===== config.mk =====
export PLATFORM = sky130hd
export DESIGN_NAME = uart_tx_dma_req
export DESIGN_NICKNAME = d
export VERILOG_FILES = /design/src/rtl/uart_txdma_pkg.sv /design/src/rtl/txd_store.sv /design/src/rtl/txd_enable.sv /design/src/rtl/txd_req.sv /design/src/rtl/uart_tx_dma_req.sv
export SDC_FILE = /design/constraint.sdc
export NUM_CORES = 1
export LEC_CHECK = 0
export BUFFER_PORTS_ARGS = -buffer_cell sky130_fd_sc_hd__buf_2
export CORE_AREA = 2 2 190 136
export CTS_CLUSTER_DIAMETER = 200
export DETAILED_ROUTE_END_ITERATION = 8
export DIE_AREA = 0 0 192 138
export PLACE_DENSITY_LB_ADDON = 0.08
export SKIP_LAST_GASP = 1
export SYNTH_ARGS = -nofsm -noshare
export SYNTH_HDL_FRONTEND = slang
export SYNTH_SLANG_ARGS = --single-unit

===== constraint.sdc =====
create_clock -name clk_i -period 4.7 [get_ports clk_i]
set_clock_uncertainty 0.05 [all_clocks]
set_input_delay 0.235 -clock clk_i [delete_from_list [all_inputs] [get_ports clk_i]]
set_output_delay 0.235 -clock clk_i [all_outputs]
set_load 0.005 [all_outputs]

===== src/rtl/uart_txdma_pkg.sv =====
`timescale 1ns/1ps
package uart_txdma_pkg;
  typedef enum logic {
    REQ_SINGLE = 1'b0,
    REQ_MULTI  = 1'b1
  } req_mode_e;
endpackage


===== src/rtl/txd_store.sv =====
`timescale 1ns/1ps
module txd_store #(
  parameter int DEPTH  = 16,
  parameter int DATA_W = 8,
  localparam int PTR_W = (DEPTH > 1) ? $clog2(DEPTH) : 1,
  localparam int CNT_W = $clog2(DEPTH + 1)
) (
  input  logic              clk_i,
  input  logic              rst_ni,
  input  logic              fifo_en_i,
  input  logic              wr_i,
  input  logic [DATA_W-1:0] wr_data_i,
  input  logic              pop_i,
  output logic [CNT_W-1:0]  cnt_o,
  output logic [CNT_W-1:0]  cnt_nxt_o,
  output logic [DATA_W-1:0] rd_data_o,
  output logic              valid_o,
  output logic              ovf_o
);
  logic [DATA_W-1:0] mem_q [DEPTH];
  logic [PTR_W-1:0]  wr_ptr_q, rd_ptr_q;
  logic [CNT_W-1:0]  cnt_q, cap;
  logic              full, wr_ok, pop_ok, ovf_q;

  // holding slot mode limits capacity to one entry of the same array
  assign cap    = fifo_en_i ? CNT_W'(DEPTH) : CNT_W'(1);
  assign full   = (cnt_q >= cap);
  assign wr_ok  = wr_i && !full;
  assign pop_ok = pop_i && (cnt_q != '0);

  assign cnt_nxt_o = cnt_q + CNT_W'(wr_ok) - CNT_W'(pop_ok);

  function automatic logic [PTR_W-1:0] ptr_inc(input logic [PTR_W-1:0] p);
    return (p == PTR_W'(DEPTH - 1)) ? '0 : p + PTR_W'(1);
  endfunction

  always_ff @(posedge clk_i or negedge rst_ni) begin
    if (!rst_ni) begin
      wr_ptr_q <= '0;
      rd_ptr_q <= '0;
      cnt_q    <= '0;
      ovf_q    <= 1'b0;
    end else begin
      cnt_q <= cnt_nxt_o;
      ovf_q <= wr_i && full;
      if (wr_ok)  wr_ptr_q <= ptr_inc(wr_ptr_q);
      if (pop_ok) rd_ptr_q <= ptr_inc(rd_ptr_q);
    end
  end

  always_ff @(posedge clk_i) begin
    if (wr_ok) mem_q[wr_ptr_q] <= wr_data_i;
  end

  assign cnt_o     = cnt_q;
  assign rd_data_o = mem_q[rd_ptr_q];
  assign valid_o   = (cnt_q != '0);
  assign ovf_o     = ovf_q;


  cap_limit_chk: assert property (@(posedge clk_i) disable iff (!rst_ni)
    cnt_q <= CNT_W'(DEPTH));


  drop_on_full_chk: assert property (@(posedge clk_i) disable iff (!rst_ni)
    (wr_i && full && !pop_i) |=> (cnt_q == $past(cnt_q)) && ovf_q);


  ovf_single_chk: assert property (@(posedge clk_i) disable iff (!rst_ni)
    (ovf_q && !$past(wr_i, 2)) |-> !$past(ovf_q));
endmodule


===== src/rtl/txd_enable.sv =====
`timescale 1ns/1ps
module txd_enable (
  input  logic clk_i,
  input  logic rst_ni,
  input  logic en_wr_i,
  input  logic tx_en_d_i,
  input  logic rx_en_d_i,
  input  logic tc_i,
  input  logic auto_clr_i,
  output logic tx_en_o,
  output logic rx_en_o,
  output logic tx_en_nxt_o
);
  logic tx_en_q, rx_en_q, rx_en_nxt, clr;

  assign clr = tc_i && auto_clr_i;

  // terminal-count clear wins over a same-cycle load
  always_comb begin
    tx_en_nxt_o = tx_en_q;
    rx_en_nxt   = rx_en_q;
    if (en_wr_i) begin
      tx_en_nxt_o = tx_en_d_i;
      rx_en_nxt   = rx_en_d_i;
    end
    if (clr) begin
      tx_en_nxt_o = 1'b0;
      rx_en_nxt   = 1'b0;
    end
  end

  always_ff @(posedge clk_i or negedge rst_ni) begin
    if (!rst_ni) begin
      tx_en_q <= 1'b0;
      rx_en_q <= 1'b0;
    end else begin
      tx_en_q <= tx_en_nxt_o;
      rx_en_q <= rx_en_nxt;
    end
  end

  assign tx_en_o = tx_en_q;
  assign rx_en_o = rx_en_q;


  tc_clear_chk: assert property (@(posedge clk_i) disable iff (!rst_ni)
    (tc_i && auto_clr_i) |=> !tx_en_q && !rx_en_q);


  tc_keep_chk: assert property (@(posedge clk_i) disable iff (!rst_ni)
    (tc_i && !auto_clr_i && !en_wr_i) |=> $stable(tx_en_q) && $stable(rx_en_q));
endmodule


===== src/rtl/txd_req.sv =====
`timescale 1ns/1ps
module txd_req
  import uart_txdma_pkg::*;
#(
  parameter int DEPTH  = 16,
  localparam int CNT_W = $clog2(DEPTH + 1)
) (
  input  logic             clk_i,
  input  logic             rst_ni,
  input  logic             tx_en_i,
  input  logic             tx_en_nxt_i,
  input  logic             fifo_en_i,
  input  req_mode_e        mode_i,
  input  logic [CNT_W-1:0] cnt_i,
  input  logic [CNT_W-1:0] cnt_nxt_i,
  output logic             req_o
);
  logic multi, req_d, req_q;

  // multi-character rule needs the FIFO; otherwise fall back to single
  assign multi = (mode_i == REQ_MULTI) && fifo_en_i;

  always_comb begin
    if (!tx_en_nxt_i)  req_d = 1'b0;
    else if (multi)    req_d = (cnt_nxt_i != CNT_W'(DEPTH));
    else               req_d = (cnt_nxt_i == '0);
  end

  always_ff @(posedge clk_i or negedge rst_ni) begin
    if (!rst_ni) req_q <= 1'b0;
    else         req_q <= req_d;
  end

  assign req_o = req_q;


  gate_chk: assert property (@(posedge clk_i) disable iff (!rst_ni)
    !tx_en_i |-> !req_q);


  single_chk: assert property (@(posedge clk_i) disable iff (!rst_ni)
    (req_q && !$past(multi)) |-> (cnt_i == '0));


  multi_chk: assert property (@(posedge clk_i) disable iff (!rst_ni)
    req_q |-> (cnt_i != CNT_W'(DEPTH)));
endmodule


===== src/rtl/uart_tx_dma_req.sv =====
`timescale 1ns/1ps
module uart_tx_dma_req
  import uart_txdma_pkg::*;
#(
  parameter int DEPTH  = 16,
  parameter int DATA_W = 8
) (
  input  logic              clk_i,
  input  logic              rst_ni,
  input  logic              en_wr_i,
  input  logic              tx_en_d_i,
  input  logic              rx_en_d_i,
  input  logic              auto_clr_i,
  input  logic              tc_i,
  input  logic              fifo_en_i,
  input  logic              dma_mode_i,
  input  logic              wr_i,
  input  logic [DATA_W-1:0] wr_data_i,
  input  logic              pop_i,
  output logic              dma_req_o,
  output logic              tx_en_o,
  output logic              rx_en_o,
  output logic [DATA_W-1:0] rd_data_o,
  output logic              tx_valid_o,
  output logic              ovf_o
);
  localparam int CNT_W = $clog2(DEPTH + 1);

  logic [CNT_W-1:0] cnt, cnt_nxt;
  logic             tx_en_nxt;
  req_mode_e        mode;

  assign mode = req_mode_e'(dma_mode_i);

  txd_store #(.DEPTH(DEPTH), .DATA_W(DATA_W)) u_store (
    .clk_i, .rst_ni, .fifo_en_i, .wr_i, .wr_data_i, .pop_i,
    .cnt_o(cnt), .cnt_nxt_o(cnt_nxt), .rd_data_o, .valid_o(tx_valid_o), .ovf_o
  );

  txd_enable u_enable (
    .clk_i, .rst_ni, .en_wr_i, .tx_en_d_i, .rx_en_d_i, .tc_i, .auto_clr_i,
    .tx_en_o, .rx_en_o, .tx_en_nxt_o(tx_en_nxt)
  );

  txd_req #(.DEPTH(DEPTH)) u_req (
    .clk_i, .rst_ni, .tx_en_i(tx_en_o), .tx_en_nxt_i(tx_en_nxt), .fifo_en_i,
    .mode_i(mode), .cnt_i(cnt), .cnt_nxt_i(cnt_nxt), .req_o(dma_req_o)
  );


  req_on_pop_chk: assert property (@(posedge clk_i) disable iff (!rst_ni)
    (tx_en_o && !tc_i && !en_wr_i && !dma_mode_i && pop_i && !wr_i && cnt == CNT_W'(1))
      |=> dma_req_o);
endmodule


* After elaboration in Yosys (flattened, before gate mapping)
Memory sizes are Yosys's and may differ from the RTL's.
Cells that the tools add are included.
** Word-level totals
- Register bits after elaboration :: 17
- Latch bits :: 0
- Memory bits (writable) :: 128
- Memory bits (read-only) :: 0
- Output and inout port bits :: 13
- Logic and storage cells :: 36
- Memories kept :: 1
** Memories
- u_store.mem_q :: words 16, bits a word 8, read ports 1, clocked after Yosys merged registers in 0, write ports 1, line txd_store.sv:20 : logic [DATA_W-1:0] mem_q [DEPTH];
** Operators by class
- $add $sub $neg :: 4
- Multipliers :: 0
- Div/mod/pow operators :: 0
- $lt $le $gt $ge :: 1
- Equality and inequality tests :: 3
- Shift operators :: 0
- Multiplexer cells :: 11
- Bitwise operators :: 0
- Reduce and logical (&&, ||, !) cells :: 9
** Operators by type and width (number)
- 4-bit by 1-bit adder with 4-bit output (second input constant) :: 2
- 4-bit equality test (second input constant) :: 2
- 1-bit two-way mux :: 8
- 4-bit two-way mux :: 2
- 5-bit by 1-bit adder with 5-bit output :: 1
- 5-bit >= comparator :: 1
- 1-bit logical AND :: 5
- 5-bit logical NOT :: 1
- 5-bit two-way mux :: 1
- 5-bit inequality test (second input constant) :: 1
- 5-bit nonzero test :: 1
- 5-bit by 1-bit subtractor with 5-bit output :: 1
- 2-bit nonzero test :: 1
- 1-bit logical NOT :: 1

* Logic depth before layout (Yosys ltp)
Gate-level depths: netlist of the first run.
- Depth after elaboration :: 9
- Gate-level depth with buffers :: 14
- Mapped depth without buffers :: 14

* Cells and area by module
Synthesis of the first run repeated with hierarchy kept, for this count alone.
** Second synthesis, totals
- Cells, all modules :: 331
- Area, all modules :: 6112.1 sq um
** By module, submodules not included
- txd_store :: instances 1, cells an instance 320, area each 5964.5 sq um, sequential area each 4194.0 sq um
- txd_enable :: instances 1, cells an instance 6, area each 80.1 sq um, sequential area each 50.0 sq um
- txd_req :: instances 1, cells an instance 5, area each 67.6 sq um, sequential area each 25.0 sq um

* Worst setup path before layout of the first run
Ideal clock, no wire load.
- Path kind :: register -> register
- Start point :: reg u_store.cnt_q[1] (netlist: u_store.cnt_o[1])
- End point :: reg u_req.req_q (netlist: u_req.req_o)
- Library setup time :: 78 ps
- Arrival time :: 2761 ps
- Required time :: 4572 ps
- Path slack :: 1811 ps
- Stages on the path, launching flop included :: 13
- Buffers on the path :: 1
- Period minus slack after synthesis :: 2889 ps
- Path through :: dfrtp_1 > inv_1 > ha_1 > and4bb_1 > nor3b_2 > and2_2 > buf_4 > ha_1 > fa_1 > xnor2_1 > or3_1 > or3_1 > a21boi_1
** Between the ends
- Word-level cells in the longest chain between the ends :: 8
** Ends and longest elaborated chain
- from (decl) :: line txd_store.sv:22 : logic [CNT_W-1:0] cnt_q, cap;
- from (signal assigned) :: line txd_store.sv:44 : cnt_q <= cnt_nxt_o;
- 5-bit >= comparator * :: line txd_store.sv:27 : assign full = (cnt_q >= cap);
- 1-bit logical NOT * :: line txd_store.sv:28 : assign wr_ok = wr_i && !full;
- 1-bit logical AND * :: line txd_store.sv:28
- via u_store.wr_ok :: line txd_store.sv:23 : logic full, wr_ok, pop_ok, ovf_q;
- 5-bit by 1-bit adder with 5-bit output * :: line txd_store.sv:31 : assign cnt_nxt_o = cnt_q + CNT_W'(wr_ok) - CNT_W'(pop_ok);
- 5-bit by 1-bit subtractor with 5-bit output * :: line txd_store.sv:31
- via cnt_nxt[2] :: line uart_tx_dma_req.sv:29 : logic [CNT_W-1:0] cnt, cnt_nxt;
- 5-bit inequality test / 5-bit logical NOT (equally long branches) :: line txd_req.sv:25, txd_req.sv:26
- 1-bit two-way mux * :: line txd_req.sv:25 : else if (multi) req_d = (cnt_nxt_i != CNT_W'(DEPTH));
- 1-bit two-way mux * :: line txd_req.sv:24 : if (!tx_en_nxt_i) req_d = 1'b0;
- via u_req.req_d :: line txd_req.sv:18 : logic multi, req_d, req_q;
- to (signal assigned) :: line txd_req.sv:31 : else req_q <= req_d;
- to (decl) :: line txd_req.sv:18
Mark *: on every way through the listed nets, which the timed path passes. The rest lies on a longest branch.
A chain may end at the register's enable or synchronous reset.

* Final worst setup path of the first run
- Start point :: reg u_store.cnt_q[1] (netlist: u_store.cnt_o[1])
- End point :: reg u_req.req_q (netlist: u_req.req_o)
** Between the ends
- Word-level cells in the longest chain between the ends :: 8
** Ends and longest elaborated chain (line)
- 5-bit >= comparator :: txd_store.sv:27
- 1-bit logical NOT :: txd_store.sv:28
- 1-bit logical AND :: txd_store.sv:28
- 5-bit by 1-bit adder with 5-bit output :: txd_store.sv:31
- 5-bit by 1-bit subtractor with 5-bit output * :: txd_store.sv:31
- via cnt_nxt[1] :: uart_tx_dma_req.sv:29
- 5-bit inequality test / 5-bit logical NOT (equally long branches) :: txd_req.sv:25, txd_req.sv:26
- 1-bit two-way mux * :: txd_req.sv:25
- 1-bit two-way mux * :: txd_req.sv:24
- via u_req.req_d :: txd_req.sv:18
Marks and branches as above.

==> run metrics, run 1 <==
status=complete, no violations; largest area contributor in the netlist=edfxtp_1; max-slew violation count=0; syn nets=393; first-pass GRT wire length=22200 µm; gr usage total=12.0%; hold_sp=dma_mode_i; RSZ-0062 raised after global routing=false; DRC errors left=0; DR vias=3129; total gr overflow=0; layout cell share with drive strength beyond 1=24.5%; sequential share of the synthesized area=69.8%; TritonRoute pass-1 iters=4; synth unique cells=43; fin area=7220 µm²; Cells after Synth=358; period utilization=65.5%; antenna violations before repair=0; Crit. Startpoint=u_store.cnt_o[1]; dpl ws=1.63 ns; Max Fanout on Critical Path=14; fmax=325 MHz; synthesized flop and latch total=145; Root Driver=clkbuf_16; final worst slack=1.62 ns; most frequent cells in the layout=edfxtp_1, buf_2, mux2i_1, o21ai_0; CTS resizes=0; hold depth=3; Setup crit end kind=flop; die height=138 µm; Area growth, synth to finish=18.2%; later-pin clock latency in the skew report=0.41 ns; Slew headroom=32.0%; Core Footprint=25000 µm²; Final Hold Viols=0; Placement Rows=49; I/O pins=32; maximum clock path buffer count=2; PnR Total Power=4.22 mW; die area=26500 µm²; initial core utilization=24.4%; Peak VDD IR=280 µV; vias in the first global route=3211; clock-pin slew on the worst setup and hold paths=0.06 ns; TritonCTS Buffers=17; CTS tree=done; setup TNS=0 ns; dpl cell area=6650 µm²; mapped cell area=6110 µm²; Crit path required time=4.98 ns; fin crit period=3.08 ns; H-Tree Depth=4; area of the multi-input gates=1690 µm²; area share of the largest cell type after synthesis=62.9%; Leakage Power=2.51 nW; worst reg-to-reg setup slack=1.62 ns; Reg-to-Reg Start=u_store.cnt_o[1]; Iter 0 DRT Violations=216; width of the die=192 µm; # port buffers=31; Seq. cell area=4270 µm²; R2R depth=10; DR WL/cell=19.9 µm; GP Congestion=0.699; CP Class=reg2reg; # setup viols final=0; commonest non-fill, non-tap cell in the layout=edfxtp_1; PD cells=585 nW/µm²; Max-Cap Viols=0; clock sinks=145; warnings from Yosys=0; Slew @ Worst Pin=1.02 ns; pin count of the biggest net entering global routing=31; final-layout fill cell count=2504; DR vias/cell=4.18; Hold/Removal Path Class=in2reg; Mapped Avg Cell Area=17.1 µm²; worst reg2reg endpoint=u_req.req_o; Worst EP arrival=3.36 ns; Worst Hold Path EP=u_req.req_o; dpl hpwl=9710 µm; nets=440; post-route ant nets=0; synth top area cells=edfxtp_1, dfrtp_1, mux4_2; WL final=14900 µm; CP Launch Type=flop
==> metrics by stage <==
step | instances | hold slack, ns | util (%)
after floorplan | 358 | -0.111 | -
final | 749 | 0.0573 | 28.9
after global placement | 713 | 0.153 | 26.6
after CTS | 748 | 0.0220 | 28.9
after detailed placement | 713 | 0.149 | 26.6
after global routing | 748 | 0.0319 | 28.9
==> cell families after synthesis <==
family / synth area share (%)
flops: 69.8
fa+ha+maj: 3.40
compound gates: 6.45
xor+xnor: 0.860
mux: 11.8
simple gates: 5.00
buf+inv: 2.64
==> timing repair <==
action                                  CTS  global route
endpoints found under the hold margin    19             0
hold buffers                              4             0
endpoints found under the setup margin    0             0
setup buffers                             0             0
==> worst max-delay path: stages, from the launching register on <==
cell,delay (ns)
dfrtp_1,0.36
inv_1,0.12
ha_1,0.22
and4bb_1,0.22
nor3b_2,0.20
and2_2,0.30
ha_1,0.22
fa_1,0.43
or3_1,0.42
or3_1,0.33
a21boi_1,0.13
==> layer usage <==
| metal | global-route usage, % | vias up | share of wire, % |
|---|---|---|---|
| li1 | - | 1498 | - |
| met1 | 18.2 | 1587 | 51 |
| met2 | 16.5 | 42 | 43 |
| met3 | 3.30 | 2 | 5.1 |
| met4 | 3.62 | 0 | 0.38 |
| met5 | 0 | - | 0 |
==> sequential cells by signal, indices dropped and copies added, names as in the netlist <==
register and flops:
u_enable.rx_en_o 1, u_store.ovf_o 1, u_enable.tx_en_o 1, u_store.rd_ptr_q 4
u_store.mem_q 128, u_req.req_o 1, u_store.cnt_o 5, u_store.wr_ptr_q 4
==> power by group <==
part	internal (mW)	switching [mW]	total (mW)
registers	1.53	0.163	1.69
logic	0.571	0.733	1.30
clock network	0.716	0.512	1.23
total	2.82	1.41	4.22
==> area by class of cell <==
type	instances	share of cell area, %
timing repair buffer	45	3.91
inverter	10	0.520
clock inverter	12	1.32
sequential	145	59.1
multi-input combinational	186	23.4
clock buffer	19	5.99
tap	331	5.73
antenna	1	0.0346
==> synthesized netlist by cell type, drive strengths merged <==
| library cell | n |
|---|---|
| xnor2 | 5 |
| a21boi | 2 |
| dfrtp | 17 |
| nand2b | 2 |
| a21o | 1 |
| o21bai | 1 |
| and3 | 6 |
| or3 | 2 |
| nor4bb | 1 |
| nor3b | 6 |
| a311oi | 1 |
| and2 | 2 |
| mux2i | 26 |
| mux4 | 16 |
| fa | 1 |
| buf | 12 |
| and3b | 1 |
| xor2 | 1 |
| nor2b | 3 |
| nand3 | 5 |
| inv | 10 |
| o211ai | 1 |
| o41ai | 1 |
| nor2 | 8 |
| ha | 15 |
| and4bb | 1 |
| a221oi | 8 |
| edfxtp | 128 |
| mux2 | 9 |
| o21ai | 22 |
| a21oi | 13 |
| clkbuf | 5 |
| a22oi | 9 |
| nand2 | 17 |
==> worst max path at each step <==
stage              endpoint  slack, ns  cells after the start
6_report        u_req.req_o       1.62                     10
5_1_grt         u_req.req_o       1.43                     13
4_1_cts        rd_data_o[3]       1.57                      6
3_5_place_dp    u_req.req_o       1.63                     10
3_3_place_gp    u_req.req_o       1.64                     10
2_1_floorplan   u_req.req_o       1.81                     12
Note: power is estimated with default switching activity, not from simulation.
==> run 2, diff against run 1 <==
==> constraint.sdc (replaced) <==
create_clock -name clk_i -period 2.8 [get_ports clk_i]
set_clock_uncertainty 0.05 [all_clocks]
set_input_delay 0.14 -clock clk_i [delete_from_list [all_inputs] [get_ports clk_i]]
set_output_delay 0.14 -clock clk_i [all_outputs]
set_load 0.005 [all_outputs]
==> run 2 against run 1 <==
  * The run now ends with setup timing left
  * Via count grew 7.7%
  * Critical path depth grew 1
  * Sequential share of layout area shrank 3.8 points
  * Clock power grew 89%
  * Global-route usage grew 0.54 points
  * First-iteration DRC count shrank 3.7%
  * Largest cell class unchanged
  * Largest power group unchanged
  * Highest routed layer unchanged
==> run metrics, run 2 (synthesis gave the netlist of run 1 again) <==
status=complete, but fails checks (was complete, no violations); failing checks=setup timing; DRC errors left=0 (unchanged); kind of cell adding the most delay to the critical path=simple AND/OR/NAND/NOR gates (unchanged); DR WL/cell=19.9 µm (about the same); fin crit period=2.89 ns (was 3.08 ns); GP Congestion=0.737 (was 0.699); pin count of the biggest net entering global routing=36 (was 31); post-route ant nets=0 (unchanged); WL final=15700 µm (was 14900 µm); initial core utilization=24.4% (unchanged); max-slew violation count=0 (unchanged); first-pass GRT wire length=23500 µm (was 22200 µm); maximum clock path buffer count=2 (unchanged); Setup crit end kind=flop (unchanged); die area=26500 µm² (unchanged); Area growth, synth to finish=26.2% (was 18.2%); final-layout fill cell count=2497 (was 2504); Top reg by flops=u_store.mem_q (unchanged); slowest stage cell, crit path=fa_2 (was fa_1); Slew @ Worst Pin=0.629 ns (was 1.02 ns); width of the die=192 µm (unchanged); worst reg-to-reg setup slack=-0.09 ns (was 1.62 ns); Final Hold Viols=0 (unchanged); clock-pin slew on the worst setup and hold paths=0.07 ns (was 0.06 ns); H-Tree Depth=4 (unchanged); TritonRoute pass-1 iters=5 (was 4); Crit path required time=3.10 ns (was 4.98 ns); fmax=346 MHz (was 325 MHz); commonest non-fill, non-tap cell in the layout=edfxtp_1 (unchanged); TritonCTS Buffers=17 (unchanged); Max Fanout on Critical Path=2 (was 14); Core Footprint=25000 µm² (unchanged); Max-Cap Viols=0 (unchanged); CP Launch Type=flop (unchanged); PnR Total Power=7.81 mW (was 4.22 mW); DR vias/cell=4.26 (was 4.18); Placed Instances=742 (was 713); CP max stage delay=0.43 ns (about the same); period utilization=103% (was 65.5%); layout cell share with drive strength beyond 1=34.3% (was 24.5%); dpl hpwl=10100 µm (was 9710 µm); Iter 0 DRT Violations=208 (was 216); I/O pins=32 (unchanged); dpl ws=-0.0857 ns (was 1.63 ns); # diodes=0 (was 1); clock sinks=145 (unchanged); final worst slack=-0.0883 ns (was 1.62 ns); CP cell instances=inv_2 > buf_4 > ha_1 > and4bb_1 > nor3b_2 > and2_4 > ha_4 > fa_2 > or3_4 > or3_4 > a21boi_2 (was inv_1 > ha_1 > and4bb_1 > nor3b_2 > and2_2 > ha_1 > fa_1 > or3_1 > or3_1 > a21boi_1); most frequent cells in the layout=edfxtp_1, buf_4, buf_2, mux2i_1, o21ai_0 (was edfxtp_1, buf_2, mux2i_1, o21ai_0); nets=482 (was 440); DR vias=3369 (was 3129); vias in the first global route=3429 (was 3211); Leakage Power=2.77 nW (was 2.51 nW); gr usage total=12.5% (was 12.0%); later-pin clock latency in the skew report=0.42 ns (was 0.41 ns); RSZ-0062 raised after global routing=true (was false); Placement Rows=49 (unchanged); Fin Hold WS=0.0735 ns (was 0.0573 ns); max FFs per register=128 (unchanged); Root Driver=clkbuf_16 (unchanged); PD cells=1010 nW/µm² (was 585 nW/µm²); CP most frequent cell=or3_4; # port buffers=31 (unchanged); # setup viols final=1 (was 0); Peak VDD IR=339 µV (was 280 µV); Hold/Removal Path Class=in2reg (unchanged); CP Class=reg2reg (unchanged); Worst EP arrival=3.19 ns (was 3.36 ns); antenna violations before repair=0 (unchanged); buffers and inverters on the worst path=2 (was 1); total gr overflow=0 (unchanged); die height=138 µm (unchanged); Slew headroom=58.1% (was 32.0%); CTS tree=done (unchanged); post-route insts no fill=791 (was 749)
==> run 2: cell count changes in the layout (fill, tap and decap cells not counted), sizes merged <==
cell	previous run	this run
inv	10	17
clkinvlp	4	2
bufinv	1	2
clkinv	7	4
buf	41	78
dlygate4sd3	4	8
clkbuf	19	17
diode	1	0
nand3	5	6
==> run 2: layer usage <==
metal,global-route usage [%],routed length (µm)
met1,20.1,8390
met2,16.2,6520
met3,3.22,693
met4,3.62,110
met5,0,0
==> run 2: worst reg2reg max path: cells and delay by family, from the launching register on <==
| kind | cells | cell delay [ns] |
|---|---|---|
| AND/OR/NAND/NOR | 5 | 1.35 |
| buffers and inverters | 2 | 0.18 |
| flip-flops | 1 | 0.37 |
| AO/OA/AOI/OAI | 1 | 0.13 |
| adder cells (fa/ha/maj) | 3 | 0.75 |
==> run 2: cell type report <==
class                   count  area, µm²  share of cell area [%]
inverters                  10       37.5                   0.487
flip-flops and latches    145       4270                    55.4
well taps                 331        414                    5.37
clock inverters            15        175                    2.27
multi-input cells         187       1780                    23.1
clock buffers              17        425                    5.52
repair buffers             86        612                    7.93
==> run 2: final timing paths <==
kind,depth (start not counted),end,from
worst max-delay path,11,u_req.req_o,u_store.cnt_o[2]
worst min-delay path,1,u_store.mem_q[12][1],wr_data_i[1]
worst max register to register,11,u_req.req_o,u_store.cnt_o[2]
worst min register to register,1,u_store.rd_ptr_q[2],u_store.rd_ptr_q[2]
max in group asynchronous,2,u_store.rd_ptr_q[0],rst_ni
min in group asynchronous,2,u_store.wr_ptr_q[1],rst_ni
==> run 2: through the flow <==
stage	area (µm²)	setup TNS (ns)	utilization [%]
floorplan	6130	-0.0238	-
global placement	6880	-0.0296	27.5
detailed placement	6880	-0.0857	27.5
CTS	7620	-0.0799	30.5
global route	7710	-0.228	30.8
finish	7710	-0.0883	30.8
==> run 2: power breakdown <==
part	internal (mW)	leakage (nW)	switching [mW]	total, mW
sequential	2.57	1.36	0.212	2.78
combinational	1.26	1.12	1.45	2.71
clock	1.34	0.291	0.978	2.32
total	5.17	2.77	2.64	7.81
==> run 2: what timing repair did <==
item / in CTS / in global routing
gates cloned: 0 / 1
hold endpoints to repair: 21 / 0
pin swaps: 2 / 8
endpoints found under the setup margin: 1 / 65
setup buffers: 6 / 3
hold buffers: 8 / 0
gates resized for setup: 2 / 15
